### src/rtl/irqc_pkg.sv
package irqc_pkg;
  localparam int unsigned REG_W    = 8;
  localparam int unsigned BIT_GIE  = 7;
  localparam int unsigned BIT_GRP  = 6;
  localparam int unsigned EN_HI    = 5;
  localparam int unsigned EN_LO    = 3;
  localparam int unsigned FL_HI    = 2;
  localparam int unsigned FL_LO    = 0;
  localparam int unsigned N_CORE   = FL_HI - FL_LO + 1;
  localparam logic [15:0] VEC_ADDR = 16'h0004;
endpackage

### src/rtl/irqc_ctrl_reg.sv
module irqc_ctrl_reg
  import irqc_pkg::*;
(
  input  logic              clk,
  input  logic              rst_n,
  input  logic              wr_en,
  input  logic [REG_W-1:0]  wdata,
  input  logic [N_CORE-1:0] evt,
  input  logic              take,
  input  logic              ret,
  output logic [REG_W-1:0]  ctrl_q,
  output logic              core_pend
);
  logic [REG_W-1:0] ctrl_d;
  logic             ctrl_ce;

  always_comb begin
    ctrl_d = ctrl_q;
    if (wr_en) ctrl_d[BIT_GRP:EN_LO] = wdata[BIT_GRP:EN_LO];
    if (take)       ctrl_d[BIT_GIE] = 1'b0;
    else if (ret)   ctrl_d[BIT_GIE] = 1'b1;
    else if (wr_en) ctrl_d[BIT_GIE] = wdata[BIT_GIE];
    ctrl_d[FL_HI:FL_LO] = evt | (wr_en ? wdata[FL_HI:FL_LO] : ctrl_q[FL_HI:FL_LO]);
  end

  assign ctrl_ce = wr_en | take | ret | (|evt);

  always_ff @(posedge clk or negedge rst_n) begin
    if (!rst_n)       ctrl_q <= '0;
    else if (ctrl_ce) ctrl_q <= ctrl_d;
  end

  assign core_pend = |(ctrl_q[FL_HI:FL_LO] & ctrl_q[EN_HI:EN_LO]);

  AST_TAKE_CLEARS_GIE: assert property (@(posedge clk) disable iff (!rst_n)
    take |=> !ctrl_q[BIT_GIE]);
  AST_RET_SETS_GIE: assert property (@(posedge clk) disable iff (!rst_n)
    (ret && !take) |=> ctrl_q[BIT_GIE]);
  AST_CORE_FLAG_LATCH: assert property (@(posedge clk) disable iff (!rst_n)
    (|evt) |=> ((ctrl_q[FL_HI:FL_LO] & $past(evt)) == $past(evt)));
  AST_CORE_FLAG_HOLD: assert property (@(posedge clk) disable iff (!rst_n)
    (!wr_en && !(|evt)) |=> $stable(ctrl_q[FL_HI:FL_LO]));
endmodule

### src/rtl/irqc_per_pair.sv
module irqc_per_pair
  import irqc_pkg::*;
#(
  parameter logic [REG_W-1:0] IMPL = '1
)(
  input  logic             clk,
  input  logic             rst_n,
  input  logic             wr_flag,
  input  logic             wr_en,
  input  logic [REG_W-1:0] wdata,
  input  logic [REG_W-1:0] evt,
  output logic [REG_W-1:0] flag_q,
  output logic [REG_W-1:0] en_q,
  output logic             pend
);
  logic [REG_W-1:0] flag_d;
  logic [REG_W-1:0] en_d;
  logic             flag_ce;

  always_comb begin
    flag_d = (evt | (wr_flag ? wdata : flag_q)) & IMPL;
    en_d   = wdata & IMPL;
  end

  assign flag_ce = wr_flag | (|(evt & IMPL));

  always_ff @(posedge clk or negedge rst_n) begin
    if (!rst_n)       flag_q <= '0;
    else if (flag_ce) flag_q <= flag_d;
  end

  always_ff @(posedge clk or negedge rst_n) begin
    if (!rst_n)     en_q <= '0;
    else if (wr_en) en_q <= en_d;
  end

  assign pend = |(flag_q & en_q);

  AST_PER_FLAG_LATCH: assert property (@(posedge clk) disable iff (!rst_n)
    (|(evt & IMPL)) |=> ((flag_q & $past(evt & IMPL)) == $past(evt & IMPL)));
  AST_PER_FLAG_HOLD: assert property (@(posedge clk) disable iff (!rst_n)
    (!wr_flag && !(|(evt & IMPL))) |=> $stable(flag_q));
endmodule

### src/rtl/irqc_top.sv
module irqc_top
  import irqc_pkg::*;
#(
  parameter int unsigned            NPAIR    = 2,
  parameter logic [NPAIR*8-1:0]     PER_IMPL = '1,
  parameter int unsigned            VEC_W    = 13,
  localparam int unsigned           NREG     = 1 + 2 * NPAIR,
  localparam int unsigned           AW       = $clog2(NREG)
)(
  input  logic               clk,
  input  logic               rst_n,
  input  logic               reg_we,
  input  logic [AW-1:0]      reg_addr,
  input  logic [REG_W-1:0]   reg_wdata,
  output logic [REG_W-1:0]   reg_rdata,
  input  logic [N_CORE-1:0]  core_evt,
  input  logic [NPAIR*8-1:0] per_evt,
  input  logic               irq_ack,
  input  logic               ret_strobe,
  output logic               irq_req,
  output logic               vec_valid,
  output logic [VEC_W-1:0]   vec_addr,
  output logic               wake_req
);
  logic [1:0]       rst_sync_q;
  logic             rst_core_n;
  logic [REG_W-1:0] ctrl_q;
  logic             core_pend;
  logic             wr_ctrl;
  logic             take;
  logic             grp_pend;
  logic             src_pend;
  logic [NPAIR-1:0] pair_pend;
  logic [REG_W-1:0] pf_arr [NPAIR];
  logic [REG_W-1:0] pe_arr [NPAIR];

  always_ff @(posedge clk or negedge rst_n) begin
    if (!rst_n) rst_sync_q <= 2'b00;
    else        rst_sync_q <= {rst_sync_q[0], 1'b1};
  end
  assign rst_core_n = rst_sync_q[1];

  assign wr_ctrl = reg_we && (reg_addr == '0);

  irqc_ctrl_reg u_ctrl (
    .clk       (clk),
    .rst_n     (rst_core_n),
    .wr_en     (wr_ctrl),
    .wdata     (reg_wdata),
    .evt       (core_evt),
    .take      (take),
    .ret       (ret_strobe),
    .ctrl_q    (ctrl_q),
    .core_pend (core_pend)
  );

  for (genvar k = 0; k < NPAIR; k++) begin : g_pair
    logic wr_f;
    logic wr_e;
    assign wr_f = reg_we && (reg_addr == AW'(1 + 2 * k));
    assign wr_e = reg_we && (reg_addr == AW'(2 + 2 * k));
    irqc_per_pair #(.IMPL(PER_IMPL[k*8 +: 8])) u_pair (
      .clk     (clk),
      .rst_n   (rst_core_n),
      .wr_flag (wr_f),
      .wr_en   (wr_e),
      .wdata   (reg_wdata),
      .evt     (per_evt[k*8 +: 8]),
      .flag_q  (pf_arr[k]),
      .en_q    (pe_arr[k]),
      .pend    (pair_pend[k])
    );
  end

  always_comb begin
    reg_rdata = '0;
    if (reg_addr == '0) reg_rdata = ctrl_q;
    for (int k = 0; k < NPAIR; k++) begin
      if (reg_addr == AW'(1 + 2 * k)) reg_rdata = pf_arr[k];
      if (reg_addr == AW'(2 + 2 * k)) reg_rdata = pe_arr[k];
    end
  end

  assign grp_pend  = ctrl_q[BIT_GRP] & (|pair_pend);
  assign src_pend  = core_pend | grp_pend;
  assign wake_req  = src_pend;
  assign irq_req   = ctrl_q[BIT_GIE] & src_pend;
  assign take      = irq_ack & irq_req;
  assign vec_valid = take;
  assign vec_addr  = VEC_ADDR[VEC_W-1:0];

  AST_NO_REQ_AFTER_TAKE: assert property (@(posedge clk) disable iff (!rst_core_n)
    take |=> !irq_req);
  AST_WRITE_MASKS_REQ: assert property (@(posedge clk) disable iff (!rst_core_n)
    (wr_ctrl && !reg_wdata[BIT_GIE] && !ret_strobe) |=> !irq_req);
  AST_RET_REQ_PENDING: assert property (@(posedge clk) disable iff (!rst_core_n)
    (ret_strobe && !take && !reg_we && !(|core_evt) && src_pend) |=> irq_req);
endmodule

### config.mk
export PLATFORM = sky130hd
export DESIGN_NAME = irqc_top
export DESIGN_NICKNAME = d
export VERILOG_FILES = /design/src/rtl/irqc_pkg.sv /design/src/rtl/irqc_ctrl_reg.sv /design/src/rtl/irqc_per_pair.sv /design/src/rtl/irqc_top.sv
export SDC_FILE = /design/constraint.sdc
export NUM_CORES = 1
export LEC_CHECK = 0
export ABC_AREA = 1
export BUFFER_PORTS_ARGS = -buffer_cell sky130_fd_sc_hd__buf_2
export CAP_MARGIN = 40
export CORE_ASPECT_RATIO = 1.25
export CORE_MARGIN = 8
export CORE_UTILIZATION = 28
export CTS_CLUSTER_SIZE = 24
export DETAILED_ROUTE_END_ITERATION = 12
export PLACE_DENSITY = 0.47
export RECOVER_POWER = 25
export SLEW_MARGIN = 15
export SYNTH_ARGS = -nofsm -noshare
export SYNTH_HDL_FRONTEND = slang
export SYNTH_HIERARCHICAL = 1
export SYNTH_SLANG_ARGS = --single-unit
export TNS_END_PERCENT = 5
### constraint.sdc
create_clock -name clk -period 1.55 [get_ports clk]
set_input_delay 0.31 -clock clk [delete_from_list [all_inputs] [get_ports clk]]
set_output_delay 0.31 -clock clk [all_outputs]
set_load 0.02 [all_outputs]
==> metrics.txt <==
status finished with violations; failing checks negative setup slack; DIE HEIGHT around 120 um; Clock Pin Slew Worst Setup and Hold Paths approximately 0.08 ns; leading area contributor after synthesis dfrtp_1; slew at the pin closest to its max-slew limit between 1 and 1.5 ns; non-filler cells in the finished layout 507; IO Pins 59; num rows 37; Slowest cell on crit path dfrtp_1; Die Wd 97.9 um; CTS tree yes; Post-Synth XOR/XNOR Area 0%; Distinct cells, synth 22; initial core utilization 28.7%; Final setup viols 11; Antenna diodes 0; critical path's most frequent cell nand2_1; Post-Synth Adder-Cell Area 0%; P per Cell Area 969 nW/um^2; global route hottest layer met2; GR Layer Usage met3 around 3.3%; number of I/O port buffers 45; Clock Tree Root clkbuf_8; grt ovf 0; Post-Synth Simple-Gate Area 33.4%; Req. time, crit path 1.24 ns; DRC violations left 0; synthesized area per cell roughly 7.3 sq um; die area roughly 12000 sq um; CP Capture Type primary output; Slew Viols, Final 0; compound-gate portion of the synthesized area about 7.7%; GRT Overall Usage around an eighth; Max-Cap Viols 0; Clock Latency Late Sink about 0.29 ns; initial antenna violation count 0; Max-slew headroom 30.7%; worst hold path class in -> reg; CORE AREA between 8000 and 9000 sq um; placed cell count between 400 and 500; critical path's largest stage delay between 0.3 and 0.4 ns; crit path cell chain nand2_1, nand2_1, nor2_2, nand2_1, o21ai_1, nand2_1, buf_4, buf_6; detail-routed via count per cell around 4.3; clock sink total 42; Num CTS Buffers 5; Max Fclk approximately 0.55 GHz; DRT iter0 DRCs 92; Final Hold Vio Count 0; part of the cycle the worst path needs 117%; Fin Clk Skew 0.00648 ns; worst hold slack 0.191 ns; Final nets roughly 450; Via Count between 2000 and 2500; Final WS setup -0.266 ns; number of global-route vias before repair approximately 2300; met1 usage ~14%; gp weighted congestion about 0.77; post-synthesis mux area share 0%; H-tree depth 2; crit path max fanout 2; peak supply drop roughly 0.33 mV; Synth top area share 44.8%; synthesized cell area between 2000 and 2500 sq um; utilization after layout a little under two fifths; CP arrival about 1.5 ns; #FFs+latches synth 42; RSZ-0062 raised after global routing true; Detail Route Antenna Nets 0; final WL ~6.8 mm; startpoint types flop; Syn Inst Count ~320; Lkg Pwr about 1.5 nW; DP HPWL between 5 and 6 mm; Area growth syn-to-layout 31.9%; CTS max path bufs 2; top cells by area, synth dfrtp_1, nand2_1, nand3_1, inv_1, buf_4; Tmin final between 1.5 and 2 ns; GR Util met2 a little over a fifth; Setup CP Type reg -> out; register area share after synthesis between 40 and 50%; Yosys Warn Count 6; dominant combinational cell family by area after synthesis simple AND/OR/NAND/NOR gates; routed len/inst about 13 um; largest net degree at the start of global routing 41; layout cells sized above 1 a little under a third; First-pass DRT Iterations 6; first-pass GRT wire length roughly 11 mm
-- flip-flops by register name, summed over array words and instances (netlist names) --
| register | flops |
|---|---|
| rst_sync_q | 2 |
| g_pair.u_pair/en_q | 16 |
| u_ctrl/ctrl_q | 8 |
| g_pair.u_pair/flag_q | 16 |
-- where the power goes --
part	switching (W)	leakage [nW]	total [W]	internal, W
Sequential	0.0000850	0.453	0.00131	0.00122
Clock	0.000378	0.0573	0.000893	0.000516
Combinational	0.000444	1.02	0.000797	0.000353
-- critical path: cells and delay by family, from the launching register on --
family | cells | cell delay, ns
AO/OA/AOI/OAI | 1 | 0.11
buffers and inverters | 2 | 0.27
flip-flops | 1 | 0.39
AND/OR/NAND/NOR | 5 | 0.44
-- stage by stage --
step	cell area, sq um	worst slack [ns]	setup TNS [ns]	power (W)
after floorplan	2390	0.00556	0	0.00175
after global placement	2910	-0.0562	-0.311	0.00206
after detailed placement	2910	-0.0792	-0.373	0.00208
after CTS	3050	-0.296	-1.56	0.00300
after global routing	3100	-0.367	-2.53	0.00320
final	3100	-0.266	-1.35	0.00300
-- layer usage --
layer / vias up / wire (um)
met2: 48 / 3400
met3: 8 / 356
li1: 1147 / -
met4: 0 / 112
met5: - / 0
met1: 972 / 2960
-- path summary, 6_finish.rpt --
kind,from,cells past startpoint,to,slack (ns)
worst max register to register,g_pair[1].u_pair/flag_q[2],12,u_ctrl/ctrl_q[7],0.10
min in group asynchronous,rst_n,2,rst_sync_q[1],0.32
worst max-delay path,g_pair[1].u_pair/flag_q[2],8,wake_req,-0.27
max in group asynchronous,rst_sync_q[1],1,u_ctrl/ctrl_q[0],0.39
worst min-delay path,per_evt[13],3,g_pair[1].u_pair/flag_q[5],0.19
worst min register to register,rst_sync_q[0],0,rst_sync_q[1],0.36
-- cell usage in the layout (no fill, tap or decap), types with 2 or more instances in the layout --
cell / count
inv_1: 31
nor4_2: 2
nand3_1: 27
nor2_2: 13
buf_4: 42
dfrtp_1: 42
buf_2: 41
conb_1: 14
o21ai_0: 16
nand2_1: 123
buf_6: 3
a21oi_2: 3
a21oi_1: 14
inv_2: 4
clkbuf_8: 6
nor2_1: 13
nand2_2: 2
nand3b_1: 2
buf_12: 2
-- area by class of cell --
| class | count | area [sq um] |
|---|---|---|
| Sequential cell | 42 | 1050 |
| Clock inverter | 1 | 30.0 |
| Fill cell | 918 | 5100 |
| Clock buffer | 6 | 82.6 |
| Multi-Input combinational cell | 234 | 1060 |
| Tap cell | 97 | 121 |
| Timing Repair Buffer | 91 | 613 |
| Inverter | 36 | 140 |
-- synth_stat cells (all sizes together) --
master / number
nand3b: 2
o21ai: 17
nand2: 125
inv: 36
buf: 20
conb: 2
clkbuf: 1
nor4: 3
nor3: 2
nor2: 26
dfrtp: 42
a21oi: 17
nand3: 28
-- kinds of logic (layout without fill, tap and decap cells) --
logic type,count (synthesis),after routing
buffers and inverters,57,134
AND/OR/NAND/NOR,186,186
flip-flops,42,42
other,2,14
AO/OA/AOI/OAI,34,34
-- repair_timing --
action	in CTS	in global routing
hold buffers	1	0
gates cloned	0	0
gates resized for setup	9	10
setup endpoints to repair	11	12
setup buffers	0	3
pin swaps	2	10
hold endpoints to repair	2	0
Power figures use the tool's default switching activity.
